### config.mk
export PLATFORM = sky130hd
export DESIGN_NAME = edge_mask_unit
export DESIGN_NICKNAME = d
export VERILOG_FILES = /design/src/rtl/edge_mask_pkg.sv /design/src/rtl/edge_mask_ctrl.sv /design/src/rtl/edge_mask_dp.sv /design/src/rtl/edge_mask_unit.sv
export SDC_FILE = /design/constraint.sdc
export NUM_CORES = 1
export LEC_CHECK = 0
export BUFFER_PORTS_ARGS = -buffer_cell sky130_fd_sc_hd__clkbuf_2
export CAP_MARGIN = 40
export CORE_MARGIN = 4
export CORE_UTILIZATION = 54
export DETAILED_ROUTE_END_ITERATION = 7
export GPL_TIMING_DRIVEN = 0
export HOLD_SLACK_MARGIN = 0.12
export PLACE_DENSITY_LB_ADDON = 0.15
export RECOVER_POWER = 100
export SYNTH_ARGS = -nofsm -noshare
export SYNTH_HDL_FRONTEND = slang
export SYNTH_SLANG_ARGS = --single-unit
### constraint.sdc
create_clock -name clk -period 0.8 [get_ports clk]
set_input_delay 0.04 -clock clk [delete_from_list [all_inputs] [get_ports clk]]
set_output_delay 0.04 -clock clk [all_outputs]
set_load 0.01 [all_outputs]
### src/rtl/edge_mask_pkg.sv
package edge_mask_pkg;
  typedef enum logic [1:0] {
    SZ_BYTE = 2'd0,
    SZ_HALF = 2'd1,
    SZ_WORD = 2'd2,
    SZ_ALT  = 2'd3
  } elemSize_e;

  // strobes from control to datapath
  typedef struct packed {
    logic capture;
    logic loadFlags;
  } emCtrl_t;

  typedef struct packed {
    logic neg;
    logic zero;
    logic ovf;
    logic carry;
  } ccFlags_t;
endpackage

### src/rtl/edge_mask_ctrl.sv
module edge_mask_ctrl
  import edge_mask_pkg::*;
(
  input  logic    clk,
  input  logic    rst_n,
  input  logic    reqValid,
  input  logic    setFlags,
  output emCtrl_t strobes,
  output logic    resValid,
  output logic    flagsValid
);
  always_comb begin
    strobes.capture   = reqValid;
    strobes.loadFlags = reqValid && setFlags;
  end

  always_ff @(posedge clk or negedge rst_n) begin
    if (!rst_n) begin
      resValid   <= 1'b0;
      flagsValid <= 1'b0;
    end else begin
      resValid   <= reqValid;
      flagsValid <= reqValid && setFlags;
    end
  end

  AST_RESULT_FOLLOWS: assert property (@(posedge clk) disable iff (!rst_n)
    reqValid |=> resValid);
  AST_IDLE_QUIET: assert property (@(posedge clk) disable iff (!rst_n)
    !reqValid |=> !resValid);
  AST_FLAGS_NEED_CC: assert property (@(posedge clk) disable iff (!rst_n)
    !(reqValid && setFlags) |=> !flagsValid);
endmodule

### src/rtl/edge_mask_dp.sv
module edge_mask_dp
  import edge_mask_pkg::*;
#(
  parameter int ADDR_W    = 64,
  parameter int NARROW_W  = 32,
  parameter int OUT_W     = 64,
  parameter int BLK_BYTES = 8
) (
  input  logic              clk,
  input  logic              rst_n,
  input  emCtrl_t           strobes,
  input  logic [ADDR_W-1:0] addrA,
  input  logic [ADDR_W-1:0] addrB,
  input  logic [1:0]        elemSize,
  input  logic              littleEnd,
  input  logic              narrowAddr,
  output logic [OUT_W-1:0]  mask,
  output logic [3:0]        flags32,
  output logic [3:0]        flags64
);
  localparam int OFF_W   = $clog2(BLK_BYTES);
  localparam int N_SIZES = 3;

  logic [ADDR_W-1:0]    effA, effB;
  logic [OFF_W-1:0]     offA, offB;
  logic                 sameBlk;
  logic [BLK_BYTES-1:0] candL [N_SIZES];
  logic [BLK_BYTES-1:0] candR [N_SIZES];
  logic [BLK_BYTES-1:0] selL, selR, maskNext, maskReg;
  ccFlags_t             ccNext [2];
  ccFlags_t             cc32Reg, cc64Reg;

  assign effA    = narrowAddr ? {{(ADDR_W-NARROW_W){1'b0}}, addrA[NARROW_W-1:0]} : addrA;
  assign effB    = narrowAddr ? {{(ADDR_W-NARROW_W){1'b0}}, addrB[NARROW_W-1:0]} : addrB;
  assign offA    = effA[OFF_W-1:0];
  assign offB    = effB[OFF_W-1:0];
  assign sameBlk = (effA[ADDR_W-1:OFF_W] == effB[ADDR_W-1:OFF_W]);

  // one mask pair per element size
  for (genvar g = 0; g < N_SIZES; g++) begin : gSize
    localparam int LANES = BLK_BYTES >> g;
    localparam logic [BLK_BYTES-1:0] FULL = BLK_BYTES'((1 << LANES) - 1);
    logic [OFF_W-1:0]     idxA, idxB;
    logic [BLK_BYTES-1:0] leftBe, rightBe, leftLe, rightLe;
    logic [2*BLK_BYTES-1:0] wideR;
    assign idxA    = offA >> g;
    assign idxB    = offB >> g;
    assign leftBe  = FULL >> idxA;
    assign rightBe = FULL & BLK_BYTES'(FULL << (OFF_W'(LANES - 1) - idxB));
    assign leftLe  = FULL & BLK_BYTES'(FULL << idxA);
    assign wideR   = (2*BLK_BYTES)'(2) << idxB;
    assign rightLe = BLK_BYTES'(wideR - (2*BLK_BYTES)'(1));
    assign candL[g] = littleEnd ? leftLe : leftBe;
    assign candR[g] = littleEnd ? rightLe : rightBe;
  end

  always_comb begin
    case (elemSize_e'(elemSize))
      SZ_HALF: begin selL = candL[1]; selR = candR[1]; end
      SZ_WORD: begin selL = candL[2]; selR = candR[2]; end
      default: begin selL = candL[0]; selR = candR[0]; end
    endcase
    maskNext = sameBlk ? (selL & selR) : selL;
  end

  // subtract flags at both widths, on the raw addresses
  for (genvar k = 0; k < 2; k++) begin : gCc
    localparam int FW = (k == 0) ? NARROW_W : ADDR_W;
    logic [FW:0] diff;
    assign diff = {1'b0, addrA[FW-1:0]} - {1'b0, addrB[FW-1:0]};
    assign ccNext[k] = '{neg:   diff[FW-1],
                         zero:  (diff[FW-1:0] == '0),
                         ovf:   (addrA[FW-1] ^ addrB[FW-1]) & (diff[FW-1] ^ addrA[FW-1]),
                         carry: diff[FW]};
  end

  always_ff @(posedge clk or negedge rst_n) begin
    if (!rst_n) begin
      maskReg <= '0;
      cc32Reg <= '0;
      cc64Reg <= '0;
    end else begin
      if (strobes.capture)   maskReg <= maskNext;
      if (strobes.loadFlags) begin
        cc32Reg <= ccNext[0];
        cc64Reg <= ccNext[1];
      end
    end
  end

  assign mask    = {{(OUT_W-BLK_BYTES){1'b0}}, maskReg};
  assign flags32 = cc32Reg;
  assign flags64 = cc64Reg;

  AST_FLAGS_HOLD: assert property (@(posedge clk) disable iff (!rst_n)
    !strobes.loadFlags |=> ($stable(flags32) && $stable(flags64)));
  AST_WORD_TWO_LANES: assert property (@(posedge clk) disable iff (!rst_n)
    (strobes.capture && elemSize == 2'd2) |=> (mask[OUT_W-1:2] == '0));
  AST_SAME_ADDR_ONE_LANE: assert property (@(posedge clk) disable iff (!rst_n)
    (strobes.capture && addrA == addrB) |=> ($countones(mask) == 1));
  AST_EQUAL_SETS_ZERO: assert property (@(posedge clk) disable iff (!rst_n)
    (strobes.loadFlags && addrA == addrB) |=> (flags64[2] && flags32[2] && !flags64[0]));
endmodule

### src/rtl/edge_mask_unit.sv
module edge_mask_unit
  import edge_mask_pkg::*;
#(
  parameter int ADDR_W    = 64,
  parameter int NARROW_W  = 32,
  parameter int OUT_W     = 64,
  parameter int BLK_BYTES = 8
) (
  input  logic              clk,
  input  logic              rst_n,
  input  logic              reqValid,
  input  logic [ADDR_W-1:0] addrA,
  input  logic [ADDR_W-1:0] addrB,
  input  logic [1:0]        elemSize,
  input  logic              littleEnd,
  input  logic              narrowAddr,
  input  logic              setFlags,
  output logic              resValid,
  output logic [OUT_W-1:0]  mask,
  output logic              flagsValid,
  output logic [3:0]        flags32,
  output logic [3:0]        flags64
);
  emCtrl_t strobes;

  edge_mask_ctrl u_ctrl (
    .clk        (clk),
    .rst_n      (rst_n),
    .reqValid   (reqValid),
    .setFlags   (setFlags),
    .strobes    (strobes),
    .resValid   (resValid),
    .flagsValid (flagsValid)
  );

  edge_mask_dp #(
    .ADDR_W    (ADDR_W),
    .NARROW_W  (NARROW_W),
    .OUT_W     (OUT_W),
    .BLK_BYTES (BLK_BYTES)
  ) u_dp (
    .clk        (clk),
    .rst_n      (rst_n),
    .strobes    (strobes),
    .addrA      (addrA),
    .addrB      (addrB),
    .elemSize   (elemSize),
    .littleEnd  (littleEnd),
    .narrowAddr (narrowAddr),
    .mask       (mask),
    .flags32    (flags32),
    .flags64    (flags64)
  );

  AST_FLAGS_WITH_RESULT: assert property (@(posedge clk) disable iff (!rst_n)
    flagsValid |-> resValid);
endmodule

Word-level counts from Yosys, hierarchy flattened:

Cells that the tools add are included.

* register bits after elaboration: 18
* bits of input ports: 136
* output and inout bits: 74
* logic and storage cells: 55

* add/subtract/negate cells: 8
* eq/ne operators: 3
* shift operators: 12
* muxes and demuxes: 11
* bitwise operators: 7
* reductions and logical operators: 3

Operator list (number)
* $mux 64: 2
* $sub 64x64->65: 1
* $logic_not 64->1: 1
* $eq 61x61->1: 1
* $mux 8: 7
* $sub 32x32->33: 1
* $logic_not 32->1: 1
* $pmux 8 s2: 2
* $sub 8x1->8 const B: 3
* $shl 8x3->8 const A: 2
* $and 8x8->8: 1
* $shl 2x1->8 const A: 1
* $shl 2x2->8 const A: 1
* $shl 2x3->8 const A: 1
* $shr 2x1->8 const A: 1
* $shr 4x2->8 const A: 1
* $shr 8x3->8 const A: 1
* $shl 4x2->4 const A: 1
* $shl 4x3->4 const A: 1
* $xor 1x1->1: 4
* $shl 2x3->2 const A: 1
* $sub 2x2->3 const A: 1
* $sub 3x3->3 const A: 1
* $and 1x1->1: 2
* other kinds (5): 5

Depth between registers and ports, before layout:

Gate-level depths: netlist of the first run.

* depth in word-level cells: 7
* depth in mapped cells: 16
* mapped depth without buffers: 15

By module:

From an unflattened synthesis of the first run, not the netlist that was laid out.

* cells, all modules: 1024
* area total of the unflattened synthesis: 6939.2 µm²

By module, submodules not included
* edge_mask_dp: times used 1, cells each 1020, area each 6875.3 µm²
* edge_mask_ctrl: times used 1, cells each 4, area each 63.8 µm²

Least setup slack after synthesis of the first run:

No wires, ideal clock.

* path kind: input -> register
* start: in addrA[1]
* end: reg u_dp.cc64Reg, in the netlist u_dp.flags64[2]
* library setup time: 64 ps
* arrival: 3144 ps
* data required time: 736 ps
* setup slack: -2408 ps
* cell stages on the path: 15
* buffers on the path: 1
* cells stage by stage: clkbuf_1 > inv_1 > fa_1 > nand2b_1 > a21o_1 > a211oi_2 > o21ai_1 > a2111oi_2 > o21ai_1 > nand2_1 > mux2_2 > nor3_1 > nand4_1 > nor4_1 > a21o_1

* word-level cells in the longest chain between the ends: 2

Ends and longest elaborated chain
* start, declared: RTL line edge_mask_unit.sv:12 `input logic [ADDR_W-1:0] addrA,`
* $sub 64x64->65: RTL line edge_mask_dp.sv:70 `assign diff = {1'b0, addrA[FW-1:0]} - {1'b0, addrB[FW-1:0]};`
* $logic_not 64->1: RTL line edge_mask_dp.sv:72 `zero: (diff[FW-1:0] == '0),`
* end signal, assigned: RTL line edge_mask_dp.sv:86 `cc64Reg <= ccNext[1];`
* end, declared: RTL line edge_mask_dp.sv:31 `ccFlags_t cc32Reg, cc64Reg;`

Every way passes these cells.
A chain may end at the register's enable or synchronous reset.

Worst setup path in the final report of the first run:

* start: in addrA[0]
* end: reg u_dp.cc64Reg, in the netlist u_dp.flags64[2]

The elaborated chain is that of the path after synthesis.

==> results of run 1 <==
## layout make-up
class | count | area (sq um)
multi-input combinational | 853 | 6305
fill | 912 | 2685
timing repair buffer | 195 | 1281
buffer | 89 | 645.6
sequential | 18 | 450.4
inverter | 83 | 371.6
tap | 147 | 183.9
clock buffer | 4 | 88.84
## placed cells by master, fill, tap and decap left out, types with 7 or more instances in the layout
cell	instances
nand2b_1	11
nand3_1	17
nor3_1	19
xnor2_1	46
a31oi_1	8
clkbuf_1	16
o31ai_1	7
ha_4	22
a21oi_2	13
clkbuf_8	8
and2_1	10
clkbuf_2	135
conb_1	56
a21o_1	29
dfrtp_1	18
buf_6	17
nor2_1	76
o21a_1	15
buf_4	93
a21oi_1	82
nand2_1	96
o21ai_0	35
xor2_1	17
ha_1	39
o21ai_1	18
nand4_1	35
inv_1	70
o21ai_2	10
o211ai_1	9
## flip-flops by register name, summed over array words and instances (netlist names)
signal             flops
u_ctrl.flagsValid      1
u_ctrl.resValid        1
u_dp.flags32           4
u_dp.flags64           4
u_dp.maskReg           8
## worst register-to-register path, stage by stage, from the launching register on
cell	delay, ns
dfrtp_1	0.39
buf_4	0.14
nor2_1	0.13
a21oi_2	0.05
## routing by layer
metal	GRT usage	vias up	share of wire
met5	0	-	0
met4	0.05503	0	0.026
met3	0.04593	68	0.095
met2	0.5087	549	0.47
met1	0.4300	3908	0.41
li1	-	3988	-
## kinds of logic (layout without fill, tap and decap cells)
logic type      after synthesis  after routing  share of synthesized area
simple gates                339            339                     0.2520
fa+ha+maj                    68             68                     0.1299
buf+inv                     185            371                     0.1405
compound gates              315            315                     0.3077
xor+xnor                     69             69                    0.09146
mux                           6              6                   0.009657
other cells                   1             56                  0.0005675
flops                        18             18                    0.06817
## worst paths after layout
| check | cells past startpoint | slack, ns | startpoint | end |
|---|---|---|---|---|
| min in group asynchronous | 2 | 0.27 | rst_n | u_dp.maskReg[4] |
| min | 3 | 0.14 | addrA[31] | u_dp.flags32[1] |
| max | 16 | -2.22 | addrA[0] | u_dp.flags64[2] |
| min reg2reg | 1 | 0.49 | u_dp.maskReg[4] | u_dp.maskReg[4] |
| max in group asynchronous | 2 | 0.22 | rst_n | u_dp.flags32[2] |
| max reg2reg | 3 | -0.04 | u_dp.maskReg[0] | u_dp.maskReg[0] |
## metrics by stage
step	instances	setup slack, ns	hold slack (ns)	power, mW	TNS [ns]
floorplan	1056	-1.979	-0.2556	5.270	-20.67
global placement	1355	-2.718	-0.009920	6.827	-29.88
detailed placement	1355	-2.695	-0.006621	6.876	-30.20
CTS	1380	-2.174	0.1396	8.431	-22.27
global route	1389	-2.351	0.1619	9.637	-25.78
finish	1389	-2.217	0.1410	9.042	-24.17
## report_power, final
part	switching (mW)	internal (mW)	leakage, nW	total (mW)
combinational	3.86	2.93	4.04	6.78
sequential	0.0887	1.03	0.226	1.11
clock	0.382	0.763	0.0442	1.15
## what timing repair did
action,CTS,global route
hold buffers,2,0
resized for setup,96,76
hold endpoints to repair,19,0
pin swaps,32,19
buffers inserted,28,14
setup endpoints to repair,26,33
==> results.sh, run 1 <==
export IMPL_hold_violations=0
export IMPL_ant_nets=0
export IMPL_cp_end_kind="flop"
export IMPL_worst_pin_slew_ns=0.5392
export IMPL_synth_flop_cell="dfrtp_1"
export IMPL_crit_arrival_ns=3.22
export IMPL_grt_pass1_wl_mm=37.04
export IMPL_leakage_nw=4.315
export IMPL_synth_top_area_cell="ha_1"
export IMPL_fp_dieW_um=118.6
export IMPL_cp_start_kind="primary input"
export IMPL_track_usage=0.3082
export IMPL_synthToLayoutAreaGrowth_pct=41.15
export IMPL_yosys_top_cells_count="101 x nand2_1, 98 x a21oi_1, 84 x nor2_1"
export IMPL_firstDrtPassIters=6
export IMPL_gp_congestion=1.001
export IMPL_ys_types=71
export IMPL_numCtsBuffers=3
export IMPL_violations="setup timing"
export IMPL_setup_ws_ns=-2.217
export IMPL_synth_area_leaders="ha_1 13%, a21oi_1 7.4%, buf_4 6.8%"
export IMPL_synth_area_sq_mm=0.006608
export IMPL_required_ns=1.00
export IMPL_ys_seq_area_frac=0.06817
export IMPL_finalMaxSlewViolations=0
export IMPL_start_util=0.5501
export IMPL_portBuffers=152
export IMPL_final_core_util=0.7765
export IMPL_vias=8513
export IMPL_slowest_delay_ns=0.44
export IMPL_cp_buffers_inverters=2
export IMPL_fp_dieArea_sq_mm=0.01407
export IMPL_drive_above_1_share=0.3293
export IMPL_critPathMaxFanout=4
export IMPL_worst_clock_skew_ns=0
export IMPL_synth_top_area_frac=0.1269
export IMPL_yosysMostFrequentCell="nand2_1"
export IMPL_syn_inst=1001
export IMPL_fin_area_sq_mm=0.009326
export IMPL_setup_viol=31
export IMPL_min_delay_path_class="primary input to flop"
export IMPL_finalCriticalPeriod_ns=3.017
export IMPL_place_area_sq_mm=0.008204
export IMPL_yosys_register_bits=18
export IMPL_synth_enable_flop_cells=0
export IMPL_ctsRootBufferMaster="clkbuf_16"
export IMPL_clk_pin_slew_ns=0.05
export IMPL_num_antenna_cells=0
export IMPL_synth_area_per_cell_sq_um=6.601
export IMPL_post_route_drc_count=0
export IMPL_drv_cap=0
export IMPL_die_y_um=118.6
export IMPL_cts_max_level=1
export IMPL_grt_max_degree=19
export IMPL_antenna_found_initial=0
export IMPL_dpl_hpwl_mm=18.39
export IMPL_relSlewSlack=0.6378
export IMPL_cp_cell_sequence="clkbuf_16 -> inv_4 -> ha_4 -> fa_2 -> nand2b_4 -> a21o_4 -> a211oi_4 -> o21ai_4 -> a2111oi_4 -> o21ai_2 -> nand2_2 -> mux2_4 -> nor3_2 -> nand4_1 -> nor4_2 -> a21o_1"
export IMPL_grt_overflow_total=0
export IMPL_row_count=40
export IMPL_postRouteWirelength_mm=24.38
export IMPL_nNetsFinal=1447
export IMPL_worst_path_max_delay_cell="a2111oi_4"
export IMPL_core_area_sq_mm=0.01201
export IMPL_cts_tree="yes"
export IMPL_grt_setup_unrepaired="true"
export IMPL_synthArstFlopShare=1.000
export IMPL_grt_pass1_vias=7648
export IMPL_max_freq_ghz=0.3315
export IMPL_p_per_area_mw_per_mm2=969.5
export IMPL_wire_per_inst_um=17.55
export IMPL_cts_sinks=18
export IMPL_clkLatencyLatePin_ns=0.26
export IMPL_ctsLongestPathBuffers=2
export IMPL_status="finished with violations"
export IMPL_cpLargestDelayFamily="compound AO/OA/AOI/OAI gates"
export IMPL_worstSetupPathType="primary input to flop"
export IMPL_io_pins=210
export IMPL_post_route_period_util=3.771
export IMPL_drtIter0Drc=1083
export IMPL_yosys_warnings=0
export IMPL_peakVddDrop_mv=0.8394
export IMPL_drt_vias_per_instance=6.129
No activity file was read; power rests on OpenSTA's default activity.
==> run 2: changes to the inputs <==
- ABC_CLOCK_PERIOD_IN_PS: not set -> 3250
- clock period: 0.8 -> 3.25 ns (I/O delays scaled with it)
==> run 2 against run 1 <==
Effect of this change: the flow still finishes with violations (setup timing); die area did not move; clock power down 80%; combinational power decreased by 79%; via count down 6.3%; global-route usage is 2.9 points lower; critical path depth did not move; register-to-register slack improved by 2.5 ns; core utilization fell by 9.5 points; worst setup slack better by 2.2 ns; first-iteration DRC count fell by 27%; cell count down 1.2%; non-clock buffer count decreased by 16; critical path type unchanged.
==> results.sh, run 2 (synthesis results as in run 1) <==
export IMPL_numCtsBuffers=3
export IMPL_dp_cells=1355
export IMPL_status="finished with violations"
export IMPL_seq_area_sq_um=450.4
export IMPL_firstDrtPassIters=5
export IMPL_antenna_found_initial=0
export IMPL_track_usage=0.2795
export IMPL_power_mw=1.919
export IMPL_cts_max_level=1
export IMPL_timing_hold_ws_ns=0.2993
export IMPL_grt_setup_unrepaired="true"
export IMPL_cp_startpoint="addrB[37]"
export IMPL_synthToLayoutAreaGrowth_pct=23.84
export IMPL_setup_viol=1
export IMPL_clkLatencyLatePin_ns=0.24
export IMPL_vias=7973
export IMPL_nNetsFinal=1431
export IMPL_portBuffers=152
export IMPL_final_cell_mix="128 x clkbuf_2, 100 x nand2_1, 91 x a21oi_1, 83 x nor2_1, 80 x inv_1"
export IMPL_drtIter0Drc=794
export IMPL_grt_max_degree=19
export IMPL_finalCriticalPeriod_ns=3.274
export IMPL_cp_buffers_inverters=3
export IMPL_drt_vias_per_instance=5.811
export IMPL_drv_cap=0
export IMPL_largest_register_ffs=8
export IMPL_cts_sinks=18
export IMPL_reg2reg_depth=2
export IMPL_place_area_sq_mm=0.007760
export IMPL_largest_register="u_dp.maskReg"
export IMPL_required_ns=3.43
export IMPL_peakVddDrop_mv=0.2175
export IMPL_cpLargestDelayFamily="compound AO/OA/AOI/OAI gates"
export IMPL_p_per_area_mw_per_mm2=234.6
export IMPL_slowest_delay_ns=0.40
export IMPL_crit_arrival_ns=3.45
export IMPL_cts_tree="yes"
export IMPL_dpl_hpwl_mm=17.61
export IMPL_setup_ws_ns=-0.02377
export IMPL_post_route_drc_count=0
export IMPL_start_util=0.5501
export IMPL_hold_depth=3
export IMPL_grt_pass1_vias=7134
export IMPL_relSlewSlack=0.3716
export IMPL_critPathMaxFanout=8
export IMPL_hold_violations=0
export IMPL_final_cells=1372
export IMPL_gp_congestion=1.032
export IMPL_final_common_cell="clkbuf_2"
export IMPL_cp_num_cells=16
export IMPL_min_delay_path_class="primary input to flop"
export IMPL_postRouteWirelength_mm=21.02
export IMPL_wire_per_inst_um=15.32
export IMPL_clk_pin_slew_ns=0.05
export IMPL_ctsLongestPathBuffers=2
export IMPL_max_freq_ghz=0.3055
export IMPL_fp_dieArea_sq_mm=0.01407
export IMPL_finalMaxSlewViolations=0
export IMPL_fp_dieW_um=118.6
export IMPL_io_pins=210
export IMPL_die_y_um=118.6
export IMPL_post_route_period_util=1.007
export IMPL_grt_pass1_wl_mm=33.66
export IMPL_drive_above_1_share=0.2220
export IMPL_cp_start_kind="primary input"
export IMPL_cp_cell_sequence="clkbuf_2 -> inv_1 -> ha_1 -> clkbuf_1 -> a21oi_1 -> o21ai_1 -> a21oi_1 -> o21a_1 -> a21boi_0 -> o22ai_1 -> nor4_1 -> o311ai_1 -> nor4_2 -> nand4_1 -> nor4_2 -> a21o_1"
export IMPL_leakage_nw=3.936
export IMPL_worstSetupPathType="primary input to flop"
export IMPL_num_antenna_cells=0
export IMPL_grt_overflow_total=0
export IMPL_ant_nets=0
export IMPL_hold_start="setFlags"
export IMPL_core_area_sq_mm=0.01201
export IMPL_final_core_util=0.6813
export IMPL_worst_clock_skew_ns=0
export IMPL_worst_pin_slew_ns=0.9426
export IMPL_violations="setup timing"
export IMPL_ctsRootBufferMaster="clkbuf_16"
export IMPL_fillers=1168
export IMPL_worst_path_max_delay_cell="a21oi_1"
export IMPL_fin_area_sq_mm=0.008183
export IMPL_r2r_start="u_dp.maskReg[3]"
export IMPL_multi_input_area_sq_mm=0.005639
export IMPL_cp_end_kind="flop"
export IMPL_row_count=40
## run 2: changes by cell type in the layout (fill, tap and decap cells not counted), moves of 6 or more
cell,delta
buf_6,-14
ha_4,-20
ha_1,+24
nor2_1,+7
a21oi_4,-6
o21ai_0,+9
clkbuf_2,-7
clkbuf_8,-8
inv_1,+10
clkbuf_1,+33
buf_4,-17
a21oi_1,+9
## run 2: worst min-delay path: cells and delay by family
kind	cells	cell delay, ns
AO/OA/AOI/OAI	1	0.15
AND/OR/NAND/NOR	1	0.12
buffers and inverters	1	0.08
## run 2: worst paths after layout
check	slack [ns]	endpoint
setup / recovery	-0.02	u_dp.flags64[2]
hold / removal	0.30	u_dp.flags64[0]
setup reg to reg	2.46	u_dp.maskReg[3]
hold reg to reg	0.48	u_dp.flags64[2]
max in group asynchronous	2.08	u_dp.flags64[3]
min in group asynchronous	0.59	u_dp.maskReg[3]
## run 2: per-layer routing
metal  routed length, um  track usage  vias to the layer above
met5                   0            0                        -
met4                 434      0.05576                        0
met3                1769      0.03780                       39
met2                9267       0.4519                      367
met1                9546       0.3977                     3606
li1                    -            -                     3961
## run 2: report_power, final
group / internal (mW) / leakage [nW] / switching (mW)
Clock: 0.161 / 0.0370 / 0.0709
Combinational: 0.572 / 3.67 / 0.842
Sequential: 0.253 / 0.226 / 0.0203
## run 2: final cells by class
type                            count  share of cell area
Clock buffer                        3            0.009174
Buffer                             98             0.07492
Multi-Input combinational cell    853              0.6891
Timing Repair Buffer              170              0.1106
Sequential cell                    18             0.05505
Tap cell                          147             0.02248
Inverter                           83             0.03869
## run 2: per-stage QoR
step                      setup TNS, ns  setup WS, ns
after floorplan                       0       0.03581
after global placement          -0.9291       -0.6846
after detailed placement         -1.034       -0.7541
after CTS                             0      0.003758
after global routing            -0.1519       -0.1519
final                          -0.02377      -0.02377
## run 2: what timing repair did
item,in CTS,in global routing
hold buffers,2,0
setup endpoints to repair,2,1
endpoints found under the hold margin,19,0
pin swaps,10,19
buffers inserted,4,12
gates resized for setup,17,47
==> run 3: changes to the inputs <==
- CELL_PAD_IN_SITES_DETAIL_PLACEMENT: not set -> 1
- CELL_PAD_IN_SITES_GLOBAL_PLACEMENT: not set -> 2
- CORE_UTILIZATION: 54 -> 28
- MAX_ROUTING_LAYER: not set -> met4
==> run 3 against run 2 <==
Effect of this change: the flow still finishes with violations (setup timing); clock skew unchanged; highest routed layer unchanged; final area up 3.7%; count of clock-buffer cells in the layout up 1; clock power up 20%; register-to-register slack about the same; core utilization down 31 points; total power up 5.2%; largest cell class unchanged; sequential power down 1%.
==> results.sh, run 3 (synthesis results as in run 1) <==
export IMPL_status="finished with violations"
export IMPL_violations="setup timing"
export IMPL_worstSetupPathType="primary input to flop"
export IMPL_place_area_sq_mm=0.007968
export IMPL_cts_max_level=1
export IMPL_ctsLongestPathBuffers=2
export IMPL_fillers=3050
export IMPL_cp_common_cell="a21o_1"
export IMPL_core_area_sq_mm=0.02292
export IMPL_grt_pass1_vias=7884
export IMPL_row_count=55
export IMPL_relSlewSlack=0.3040
export IMPL_vias=7857
export IMPL_cts_tree="yes"
export IMPL_io_pins=210
export IMPL_rrSetupSlack_ns=2.47
export IMPL_max_freq_ghz=0.3014
export IMPL_wire_per_inst_um=17.12
export IMPL_numCtsBuffers=3
export IMPL_drive_above_1_share=0.2344
export IMPL_cp_cell_sequence="clkbuf_16 -> inv_4 -> ha_4 -> fa_2 -> nand2b_4 -> a21o_4 -> a211oi_4 -> o21ai_4 -> a2111oi_4 -> buf_4 -> o21bai_4 -> a21o_1 -> o2bb2ai_4 -> nor4_4 -> nand4_1 -> nor4_2 -> a21o_1"
export IMPL_critPathMaxFanout=4
export IMPL_die_y_um=161.6
export IMPL_hold_start="addrA[31]"
export IMPL_fin_tns_setup_ns=-0.06785
export IMPL_fp_dieW_um=161.6
export IMPL_clkLatencyLatePin_ns=0.25
export IMPL_worst_clock_skew_ns=0
export IMPL_peakVddDrop_mv=0.1514
export IMPL_portBuffers=152
export IMPL_setup_ws_ns=-0.06785
export IMPL_finalCriticalPeriod_ns=3.318
export IMPL_firstDrtPassIters=4
export IMPL_power_mw=2.020
export IMPL_p_per_area_mw_per_mm2=238.1
export IMPL_post_route_drc_count=0
export IMPL_hold_depth=3
export IMPL_cpLargestDelayFamily="compound AO/OA/AOI/OAI gates"
export IMPL_cts_sinks=18
export IMPL_grt_overflow_total=0
export IMPL_timing_hold_ws_ns=0.2661
export IMPL_leakage_nw=3.964
export IMPL_reg2reg_depth=1
export IMPL_final_core_util=0.3702
export IMPL_r2r_start="u_dp.flags32[0]"
export IMPL_dpl_hpwl_mm=22.57
export IMPL_drtIter0Drc=333
export IMPL_clk_pin_slew_ns=0.06
export IMPL_ant_nets=0
export IMPL_worst_pin_slew_ns=1.044
export IMPL_worst_path_max_delay_cell="a2111oi_4"
export IMPL_hold_violations=0
export IMPL_track_usage=0.1975
export IMPL_grt_setup_unrepaired="true"
export IMPL_drv_cap=0
export IMPL_slowest_delay_ns=0.42
export IMPL_dp_cells=1521
export IMPL_gp_congestion=0.8854
export IMPL_ctsRootBufferMaster="clkbuf_16"
export IMPL_finalMaxSlewViolations=0
export IMPL_fin_area_sq_mm=0.008483
export IMPL_antenna_found_initial=0
export IMPL_cp_end_kind="flop"
export IMPL_num_antenna_cells=0
export IMPL_largest_register="u_dp.maskReg"
export IMPL_final_cell_mix="129 x clkbuf_2, 100 x nand2_1, 85 x a21oi_1, 83 x nor2_1, 79 x inv_1"
export IMPL_postRouteWirelength_mm=26.25
export IMPL_min_to="u_dp.flags32[1]"
export IMPL_setup_viol=1
export IMPL_nNetsFinal=1425
export IMPL_min_delay_path_class="primary input to flop"
export IMPL_crit_arrival_ns=3.51
export IMPL_r2r_end="u_dp.flags32[0]"
export IMPL_fp_dieArea_sq_mm=0.02612
export IMPL_cp_buffers_inverters=3
export IMPL_final_common_cell="clkbuf_2"
export IMPL_post_place_ws_ns=-1.022
export IMPL_grt_max_degree=19
export IMPL_post_route_period_util=1.021
export IMPL_cp_start_kind="primary input"
export IMPL_required_ns=3.44
export IMPL_largest_register_ffs=8
export IMPL_grt_pass1_wl_mm=41.79
export IMPL_drt_vias_per_instance=5.125
export IMPL_start_util=0.2883
export IMPL_final_cells=1533
export IMPL_synthToLayoutAreaGrowth_pct=28.38
export IMPL_cp_num_cells=17
==> run 3: worst max path at each step <==
stage / from / endpoint
CTS: addrB[0] / u_dp.flags64[2]
global placement: addrA[1] / u_dp.flags64[2]
finish: addrA[0] / u_dp.flags64[2]
floorplan: addrA[1] / u_dp.flags64[2]
detailed placement: addrA[1] / u_dp.flags64[2]
global route: addrB[13] / u_dp.flags64[2]
==> run 3: final cells by class <==
class                           count  area, sq um  share of cell area
Multi-Input combinational cell    853         5720              0.6743
Timing Repair Buffer              170        924.6              0.1090
Buffer                             92        590.6             0.06962
Sequential cell                    18        450.4             0.05310
Tap cell                          313        391.6             0.04617
Inverter                           83        316.6             0.03732
Clock buffer                        4        88.84             0.01047
==> run 3: what timing repair did <==
action	CTS	global route
pin swaps	17	18
hold buffers	2	0
endpoints found under the hold margin	19	0
setup endpoints to repair	2	4
gates resized for setup	44	32
setup buffers	6	10
cloned	0	0
==> run 3: layer usage <==
layer,part of all wire,track usage,up-vias
li1,-,-,3930
met1,0.51,0.2913,3727
met2,0.45,0.3110,192
met3,0.036,0.01352,8
met4,0.0048,0.01230,0
met5,0,-,-
==> run 3: tightest hold or removal path, delay by kind of cell <==
family,cells,cell delay (ns)
AOI/OAI and AO/OA,1,0.06
xor gates and xnor gates,1,0.13
buffers and inverters,1,0.13
==> run 3: power by group <==
group          internal [mW]  switching [mW]  leakage [nW]
registers              0.252          0.0166         0.226
clock network          0.188          0.0910        0.0442
logic                  0.586           0.886          3.69
total                   1.03           0.993          3.96
